## config.mk

```make
export PLATFORM = sky130hd
export DESIGN_NAME = i2c_cond_gen
export DESIGN_NICKNAME = d
export VERILOG_FILES = /design/src/rtl/i2c_cond_pkg.sv /design/src/rtl/i2c_cond_timing.sv /design/src/rtl/i2c_cond_elapsed.sv /design/src/rtl/i2c_cond_gen.sv
export SDC_FILE = /design/constraint.sdc
export NUM_CORES = 1
export LEC_CHECK = 0
export BUFFER_PORTS_ARGS = -buffer_cell sky130_fd_sc_hd__buf_2
export CORE_MARGIN = 8
export CORE_UTILIZATION = 45
export CTS_BUF_LIST = sky130_fd_sc_hd__clkbuf_4 sky130_fd_sc_hd__clkbuf_8
export DETAILED_ROUTE_END_ITERATION = 10
export GPL_TIMING_DRIVEN = 0
export PLACE_DENSITY_LB_ADDON = 0.12
export REMOVE_ABC_BUFFERS = 1
export SYNTH_ARGS = -nofsm -noshare
export SYNTH_HDL_FRONTEND = slang
export SYNTH_SLANG_ARGS = --single-unit
```

## constraint.sdc

```tcl
create_clock -name clk -period 2.75 [get_ports clk]
set_clock_uncertainty 0.05 [all_clocks]
set_input_delay 0.1375 -clock clk [delete_from_list [all_inputs] [get_ports clk]]
set_output_delay 0.1375 -clock clk [all_outputs]
set_load 0.05 [all_outputs]
```

## src/rtl/i2c_cond_pkg.sv

```systemverilog
package i2c_cond_pkg;

  typedef enum logic [1:0] {
    ST_IDLE  = 2'd0,
    ST_START = 2'd1,
    ST_STOP  = 2'd2
  } seq_t;

  typedef struct packed {
    logic start_req;
    logic stop_req;
  } req_t;

  function automatic int imax(input int a, input int b);
    return (a > b) ? a : b;
  endfunction

  // The mode bits are only looked at when master and transmit are both set.
  function automatic req_t decode_req(input logic en, input logic wr,
                                      input logic mst, input logic trx,
                                      input logic busy);
    req_t r;
    r.start_req = en & wr & mst & trx & busy;
    r.stop_req  = en & wr & mst & trx & ~busy;
    return r;
  endfunction

endpackage

```

## src/rtl/i2c_cond_timing.sv

```systemverilog
module i2c_cond_timing #(
  parameter int CW           = 6,
  parameter int STD_SU_START = 20,
  parameter int STD_SU_STOP  = 17,
  parameter int STD_HOLD     = 20,
  parameter int STD_BB       = 12,
  parameter int HS_SU_START  = 10,
  parameter int HS_SU_STOP   = 7,
  parameter int HS_HOLD      = 10,
  parameter int HS_BB        = 6
) (
  input  logic          hs_q,
  output logic [CW-1:0] su_start,
  output logic [CW-1:0] su_stop,
  output logic [CW-1:0] start_end,
  output logic [CW-1:0] bb_dly
);

  localparam logic [CW-1:0] STD_END = CW'(STD_SU_START + STD_HOLD);
  localparam logic [CW-1:0] HS_END  = CW'(HS_SU_START + HS_HOLD);

  always_comb begin
    if (hs_q) begin
      su_start  = CW'(HS_SU_START);
      su_stop   = CW'(HS_SU_STOP);
      start_end = HS_END;
      bb_dly    = CW'(HS_BB);
    end else begin
      su_start  = CW'(STD_SU_START);
      su_stop   = CW'(STD_SU_STOP);
      start_end = STD_END;
      bb_dly    = CW'(STD_BB);
    end
  end

endmodule

```

## src/rtl/i2c_cond_elapsed.sv

```systemverilog
module i2c_cond_elapsed #(
  parameter int CW = 6
) (
  input  logic          clk,
  input  logic          rst,
  input  logic          load,
  input  logic          run,
  output logic [CW-1:0] cnt
);

  // Loading 1 makes cnt equal k during the cycle that ends at edge k after acceptance.
  always_ff @(posedge clk) begin
    if (rst)       cnt <= '0;
    else if (load) cnt <= CW'(1);
    else if (run)  cnt <= cnt + CW'(1);
  end

endmodule

```

## src/rtl/i2c_cond_gen.sv

```systemverilog
module i2c_cond_gen
  import i2c_cond_pkg::*;
#(
  parameter int STD_SU_START  = 20,
  parameter int STD_SU_STOP   = 17,
  parameter int STD_HOLD      = 20,
  parameter int STD_BB        = 12,
  parameter int HS_SU_START   = 10,
  parameter int HS_SU_STOP    = 7,
  parameter int HS_HOLD       = 10,
  parameter int HS_BB         = 6,
  parameter int BITS_PER_BYTE = 8
) (
  input  logic       clk,
  input  logic       rst,
  input  logic       if_en,
  input  logic       hs_mode,
  input  logic       sr_wr,
  input  logic       sr_mst,
  input  logic       sr_trx,
  input  logic       sr_busy,
  input  logic       bit_tick,
  output logic       scl_pull,
  output logic       sda_pull,
  output logic       bus_busy,
  output logic [2:0] bit_cnt,
  output logic       byte_go,
  output logic       seq_active
);

  localparam int BCW  = $clog2(BITS_PER_BYTE);
  localparam int SPAN = imax(imax(STD_SU_START + STD_HOLD, STD_SU_STOP),
                             imax(HS_SU_START + HS_HOLD, HS_SU_STOP));
  localparam int CW   = $clog2(imax(SPAN, imax(STD_BB, HS_BB)) + 1);
  localparam logic [BCW-1:0] BIT_LAST = BCW'(BITS_PER_BYTE - 1);

  seq_t          st;
  logic          hs_q;
  logic [CW-1:0] cnt;
  logic [CW-1:0] su_start, su_stop, start_end, bb_dly;
  logic [BCW-1:0] bits_q;
  req_t          req;
  logic          take_start, take_stop;

  assign req        = decode_req(if_en, sr_wr, sr_mst, sr_trx, sr_busy);
  assign take_start = (st == ST_IDLE) && req.start_req;
  assign take_stop  = (st == ST_IDLE) && req.stop_req;
  assign seq_active = (st != ST_IDLE);
  assign bit_cnt    = 3'(bits_q);

  i2c_cond_timing #(
    .CW(CW),
    .STD_SU_START(STD_SU_START), .STD_SU_STOP(STD_SU_STOP),
    .STD_HOLD(STD_HOLD),         .STD_BB(STD_BB),
    .HS_SU_START(HS_SU_START),   .HS_SU_STOP(HS_SU_STOP),
    .HS_HOLD(HS_HOLD),           .HS_BB(HS_BB)
  ) u_timing (
    .hs_q     (hs_q),
    .su_start (su_start),
    .su_stop  (su_stop),
    .start_end(start_end),
    .bb_dly   (bb_dly)
  );

  i2c_cond_elapsed #(.CW(CW)) u_elapsed (
    .clk (clk),
    .rst (rst),
    .load(take_start | take_stop),
    .run (seq_active),
    .cnt (cnt)
  );

  always_ff @(posedge clk) begin
    if (rst) begin
      st       <= ST_IDLE;
      hs_q     <= 1'b0;
      scl_pull <= 1'b0;
      sda_pull <= 1'b0;
      bus_busy <= 1'b0;
      bits_q   <= '0;
      byte_go  <= 1'b0;
    end else begin
      byte_go <= 1'b0;
      if (bit_tick)
        bits_q <= (bits_q == BIT_LAST) ? '0 : bits_q + BCW'(1);

      unique case (st)
        ST_IDLE: begin
          if (take_start) begin
            st   <= ST_START;
            hs_q <= hs_mode;
          end else if (take_stop) begin
            st       <= ST_STOP;
            hs_q     <= hs_mode;
            scl_pull <= 1'b0;
            sda_pull <= 1'b1;
          end
        end
        ST_START: begin
          if (cnt == bb_dly)   bus_busy <= 1'b1;
          if (cnt == su_start) sda_pull <= 1'b1;
          if (cnt == start_end) begin
            scl_pull <= 1'b1;
            bits_q   <= '0;
            byte_go  <= 1'b1;
            st       <= ST_IDLE;
          end
        end
        ST_STOP: begin
          if (cnt == bb_dly) bus_busy <= 1'b0;
          if (cnt == su_stop) begin
            sda_pull <= 1'b0;
            st       <= ST_IDLE;
          end
        end
        default: st <= ST_IDLE;
      endcase
    end
  end

endmodule

```

==> results of run 1 <==
## report_power, final
group	leakage, nW	switching, mW	internal, mW
clock network	0.0138	0.0715	0.0508
registers	0.130	0.00753	0.238
logic	0.265	0.0352	0.0183
total	0.408	0.114	0.307
## sequential cells by signal (all words and copies together) (netlist names)
name,count
hs_q,1
byte_go,1
u_elapsed.cnt,6
scl_pull,1
st,2
bus_busy,1
sda_pull,1
bit_cnt,3
## worst paths after layout
kind / slack (ns) / cells past startpoint / start / endpoint
worst min register to register: 0.43 / 1 / scl_pull / scl_pull
worst min-delay path: 0.04 / 3 / hs_mode / hs_q
worst max-delay path: 1.12 / 4 / st[0] / u_elapsed.cnt[5]
worst max register to register: 1.12 / 4 / st[0] / u_elapsed.cnt[5]
## cell families (layout without fill, tap and decap cells)
logic type	after synthesis	after routing	share of synthesized area [%]
compound gates	19	19	14.58
xor+xnor	3	3	3.126
fa+ha+maj	4	4	5.953
buf+inv	9	24	5.059
flops	16	16	38.10
mux	4	4	4.762
simple gates	41	41	28.42
## tightest hold or removal path, delay by kind of cell
kind	cells	cell delay, ns
buf+inv	1	0.09
simple gates	1	0.05
compound gates	1	0.05
## per-stage QoR
stage,setup slack [ns],util (%),total power [mW],instances
after floorplan,0.9375,-,0.2857,92
after global placement,1.154,53.19,0.3034,133
after detailed placement,1.118,53.19,0.3047,133
after CTS,1.098,54.48,0.4270,136
after global routing,0.9364,54.48,0.4481,136
final,1.115,54.48,0.4211,136
## cell usage in the layout, fill, tap and decap left out, types with 2 or more instances in the layout
cell type,netlist,layout
nor3_1,5,5
nor2_1,10,10
o211ai_1,2,2
nor2b_1,5,5
nand2_1,4,4
mux2i_1,4,4
buf_2,1,16
nor3b_1,4,4
a21oi_1,5,5
inv_1,5,5
dfxtp_1,16,16
and3b_1,2,2
a211oi_1,2,2
ha_1,4,4
nand4_1,3,3
clkbuf_4,0,3
nand3b_1,2,2
o21ai_0,5,5
xor2_1,3,3
## layer usage
metal / vias up / global-route usage [%] / wire length [µm]
li1: 377 / - / -
met1: 302 / 13.92 / 882
met2: 22 / 16.80 / 733
met3: 2 / 3.688 / 103
met4: 0 / 6.143 / 12
met5: - / 0 / 0
## layout make-up
cell class / count / share of cell area (%)
multi-input cells: 71 / 50.26
flip-flops and latches: 16 / 33.68
repair buffers: 16 / 8.421
well taps: 25 / 3.289
clock buffers: 3 / 2.368
inverters: 5 / 1.974
==> reports/qor.yml, run 1 <==
outcome: "finished, final reports clean"
critPathKind: "reg -> reg"
synth_ff_type: "dfxtp_1"
max_freq_ghz: 0.6117
timing.final.crit_share_pct: 59.44
cp_slowest_stage_delay_ns: 0.46
grt_usage_pct: 11.31
dp_hpwl_um: 1291
setup-tns-final_ns: 0
grt_pass1_vias: 691
worstSkewPairLatency_ns: 0.28
worst_slew_margin_rel_pct: 58.68
placed_area_um2: 928.4
final_cell_area_um2: 950.9
cts_tree: "built"
synth.avg_cell_area_um2: 8.758
die_area_um2: 3508
root_buffer: "clkbuf_4"
synth_edf_count: 0
seqCellArea_um2: 320.3
ios: 17
core_region_area_um2: 1745
cts_resized: 0
first_iter_violations: 19
postRouteWirelength_um: 1732
synth.top_cells.by_area: "dfxtp_1 (38%), ha_1 (6.0%), mux2i_1 (4.8%)"
initial_core_util_pct: 48.17
grt_antenna_before_repair: 0
arrival_ns: 1.80
drc: 0
cp.required_ns: 2.92
period_needed_ns: 1.635
wire_per_inst_um: 12.74
worstMarginPinSlew_ns: 0.6133
grt_max_degree: 12
vias: 703
post-cts-setup-buffers: 0
yosysMostFrequentCell: "dfxtp_1"
die_h_um: 59.23
multi_input_area_um2: 478.0
grt.overflow.total: 0
rsz0062_at_grt: "no"
antenna_cells: 0
io_buffers: 16
rows: 15
areaGrowthSynthToFinish_pct: 13.10
maxCapViolations: 0
drt_pre_antenna_iters: 6
hold_path.class: "in -> reg"
worstPathMaxFanout: 11
grt_first_pass_wirelength_um: 3077
clk_pin_slew_ns: 0.10
drt.antenna.violating_nets: 0
critPathLaunchType: "flip-flop"
cp_slowest_cell: "dfxtp_1"
ys_seq_area_share_pct: 38.10
hold_viol_final: 0
final_max_slew_viol_count: 0
netlist_instances: 96
powerDensity_nw_per_um2: 442.9
hold_slack_ns: 0.03514
leakage_nw: 0.4082
drive_above_1_share_pct: 18.02
setup_viol: 0
gp_congestion: 0.6926
h-tree-depth: 1
path_delay_family: "simple AND/OR/NAND/NOR gates"
hold_buffers: 0
synth_area_um2: 840.8
synth_area_leader_cell: "dfxtp_1"
layout.nets: 126
die_w_um: 59.23
ys_async_sr_fraction_pct: 0
crit_buf_inv: 0
fill_cells: 167
synth.top_cells.by_count: "dfxtp_1 (16), nor2_1 (10)"
viasPerCell: 5.169
ys_seq_elements: 16
cts_buffers: 3
cts.sinks: 16
ir_worst_vdd_uv: 223.5
synth_warnings: 0
cts_buffer_depth: 2
synth_cell_types: 31
synth.top_cell.area_share_pct: 38.10
crit_path_cell_trace: "or2_1 > nand4_1 > or3_1 > a21oi_1"
endpoint_kind: "flip-flop"
No activity file was read; power rests on OpenSTA's default activity.
==> run 2, diff against run 1 <==
clock period = 1.47 ns   (was 2.75 ns; I/O delays follow)
==> reports/qor.yml, run 2 (synthesis results as in run 1) <==
outcome: "finished, final reports clean"
cp_slowest_cell: "or3_4"
areaGrowthSynthToFinish_pct: 20.54
wire_per_inst_um: 12.61  # -0.95%
utilization_pct: 58.06  # +3.6 points
antenna_cells: 0  # unchanged
cp_slowest_stage_delay_ns: 0.38  # -0.08 ns
initial_core_util_pct: 48.17  # unchanged
vias: 715  # +1.7%
holdCritStartpoint: "rst"
arrival_ns: 1.53  # -0.27 ns
grt_first_pass_wirelength_um: 3077  # unchanged
path_delay_family: "simple AND/OR/NAND/NOR gates"
worst-r2r-setup-slack_ns: 0.07  # -1.05 ns
max_freq_ghz: 0.7134  # +17%
regMostFlops: "u_elapsed.cnt"
grt_usage_pct: 11.31  # unchanged
cts_tree: "built"
endpoint_kind: "flip-flop"
die_w_um: 59.23  # unchanged
crit_buf_inv: 0  # unchanged
drt.antenna.violating_nets: 0  # unchanged
viasPerCell: 5.107  # -1.2%
final_max_slew_viol_count: 0  # unchanged
holdPathStages: 2  # -1
maxCapViolations: 0  # unchanged
grt.overflow.total: 0  # unchanged
power_uw: 797.4  # +89%
cts.sinks: 16  # unchanged
root_buffer: "clkbuf_4"
drt_pre_antenna_iters: 4  # -2
hold_viol_final: 0  # unchanged
die_h_um: 59.23  # unchanged
setup_viol: 0  # unchanged
r2r_end: "scl_pull"
grt_pass1_vias: 691  # unchanged
reg2reg_depth: 3  # -1
cts_buffer_depth: 2  # unchanged
io_buffers: 16  # unchanged
rsz0062_at_grt: "no"
critPathLaunchType: "flip-flop"
dp_hpwl_um: 1291  # unchanged
r2r_start: "st[1]"
cp_num_cells: 3  # -1
gp_congestion: 0.6926  # unchanged
worst_slew_margin_rel_pct: 71.78  # +13 points
first_iter_violations: 19  # unchanged
clk_pin_slew_ns: 0.10  # about the same
die_area_um2: 3508  # unchanged
worstSkewPairLatency_ns: 0.28  # about the same
critPathKind: "reg -> reg"
seqCellArea_um2: 330.3  # +3.1%
core_region_area_um2: 1745  # unchanged
drc: 0  # unchanged
largest_reg_flops: 6  # unchanged
drive_above_1_share_pct: 28.70  # +11 points
rows: 15  # unchanged
crit_path_cell_trace: "or2_4 > or3_4 > a31o_1"
layout.nets: 130  # +3.2%
worstPathMaxFanout: 9  # -2
timing.final.crit_share_pct: 95.36  # +36 points
period_needed_ns: 1.402  # -0.2329 ns
layout_common_cells: "buf_2 (16), nor2_1 (10), dfxtp_1 (10)"
leakage_nw: 0.4546  # +11%
worstMarginPinSlew_ns: 0.4205  # -0.1928 ns
grt_antenna_before_repair: 0  # unchanged
hold_path.class: "in -> reg"
fill_cells: 163  # -2.4%
cp.required_ns: 1.60  # -1.32 ns
multi_input_area_um2: 498.0  # +4.2%
hold_path_end: "st[1]"
powerDensity_nw_per_um2: 786.8  # +78%
ios: 17  # unchanged
ir_worst_vdd_uv: 437.3  # +96%
postRouteWirelength_um: 1766  # +2.0%
final_common_cell: "buf_2"
cts_buffers: 3  # unchanged
hold_slack_ns: 0.02140  # -0.01374 ns
h-tree-depth: 1  # unchanged
grt_max_degree: 12  # unchanged
run 2: how the worst max path moves through the flow:
stage / from / end
finish: st[1] / scl_pull
global route: st[1] / u_elapsed.cnt[5]
CTS: u_elapsed.cnt[3] / scl_pull
detailed placement: st[0] / u_elapsed.cnt[5]
global placement: st[0] / u_elapsed.cnt[5]
floorplan: st[0] / u_elapsed.cnt[5]
run 2: metal layers:
metal | track usage [%] | part of all wire, % | routed length, µm | up-vias
li1 | - | - | - | 384
met1 | 13.92 | 51 | 901 | 316
met2 | 16.80 | 44 | 776 | 13
met3 | 3.688 | 4.4 | 77 | 2
met4 | 6.143 | 0.68 | 12 | 0
met5 | 0 | 0 | 0 | -
run 2: per-stage QoR:
step,cells,setup slack (ns),cell area [µm²],setup TNS (ns)
3_5_place_dp,133,-0.1624,928.4,-0.6955
4_1_cts,137,0.009348,964.7,0
2_1_floorplan,92,-0.3425,817.0,-0.9864
6_report,140,0.06823,1013,0
3_3_place_gp,133,-0.1261,928.4,-0.5281
5_1_grt,140,0.004273,1013,0
run 2: repair_timing:
| action | 4_1_cts | 5_1_grt |
|---|---|---|
| endpoints found under the hold margin | 1 | 0 |
| pin swaps | 0 | 2 |
| setup endpoints to repair | 7 | 8 |
| hold buffers | 1 | 0 |
| gates cloned | 0 | 0 |
| setup buffers | 0 | 3 |
| gates resized for setup | 3 | 9 |
run 2: area by class of cell:
type                    instances  share of cell area [%]
clock buffers                   3                   2.222
inverters                       5                   1.852
multi-input cells              71                   49.14
flip-flops and latches         16                   32.59
well taps                      25                   3.086
repair buffers                 20                   11.11
run 2: power breakdown:
group / total (mW) / internal, mW / switching, mW
Clock: 0.231 / 0.0950 / 0.136
Sequential: 0.458 / 0.444 / 0.0141
Combinational: 0.109 / 0.0412 / 0.0676
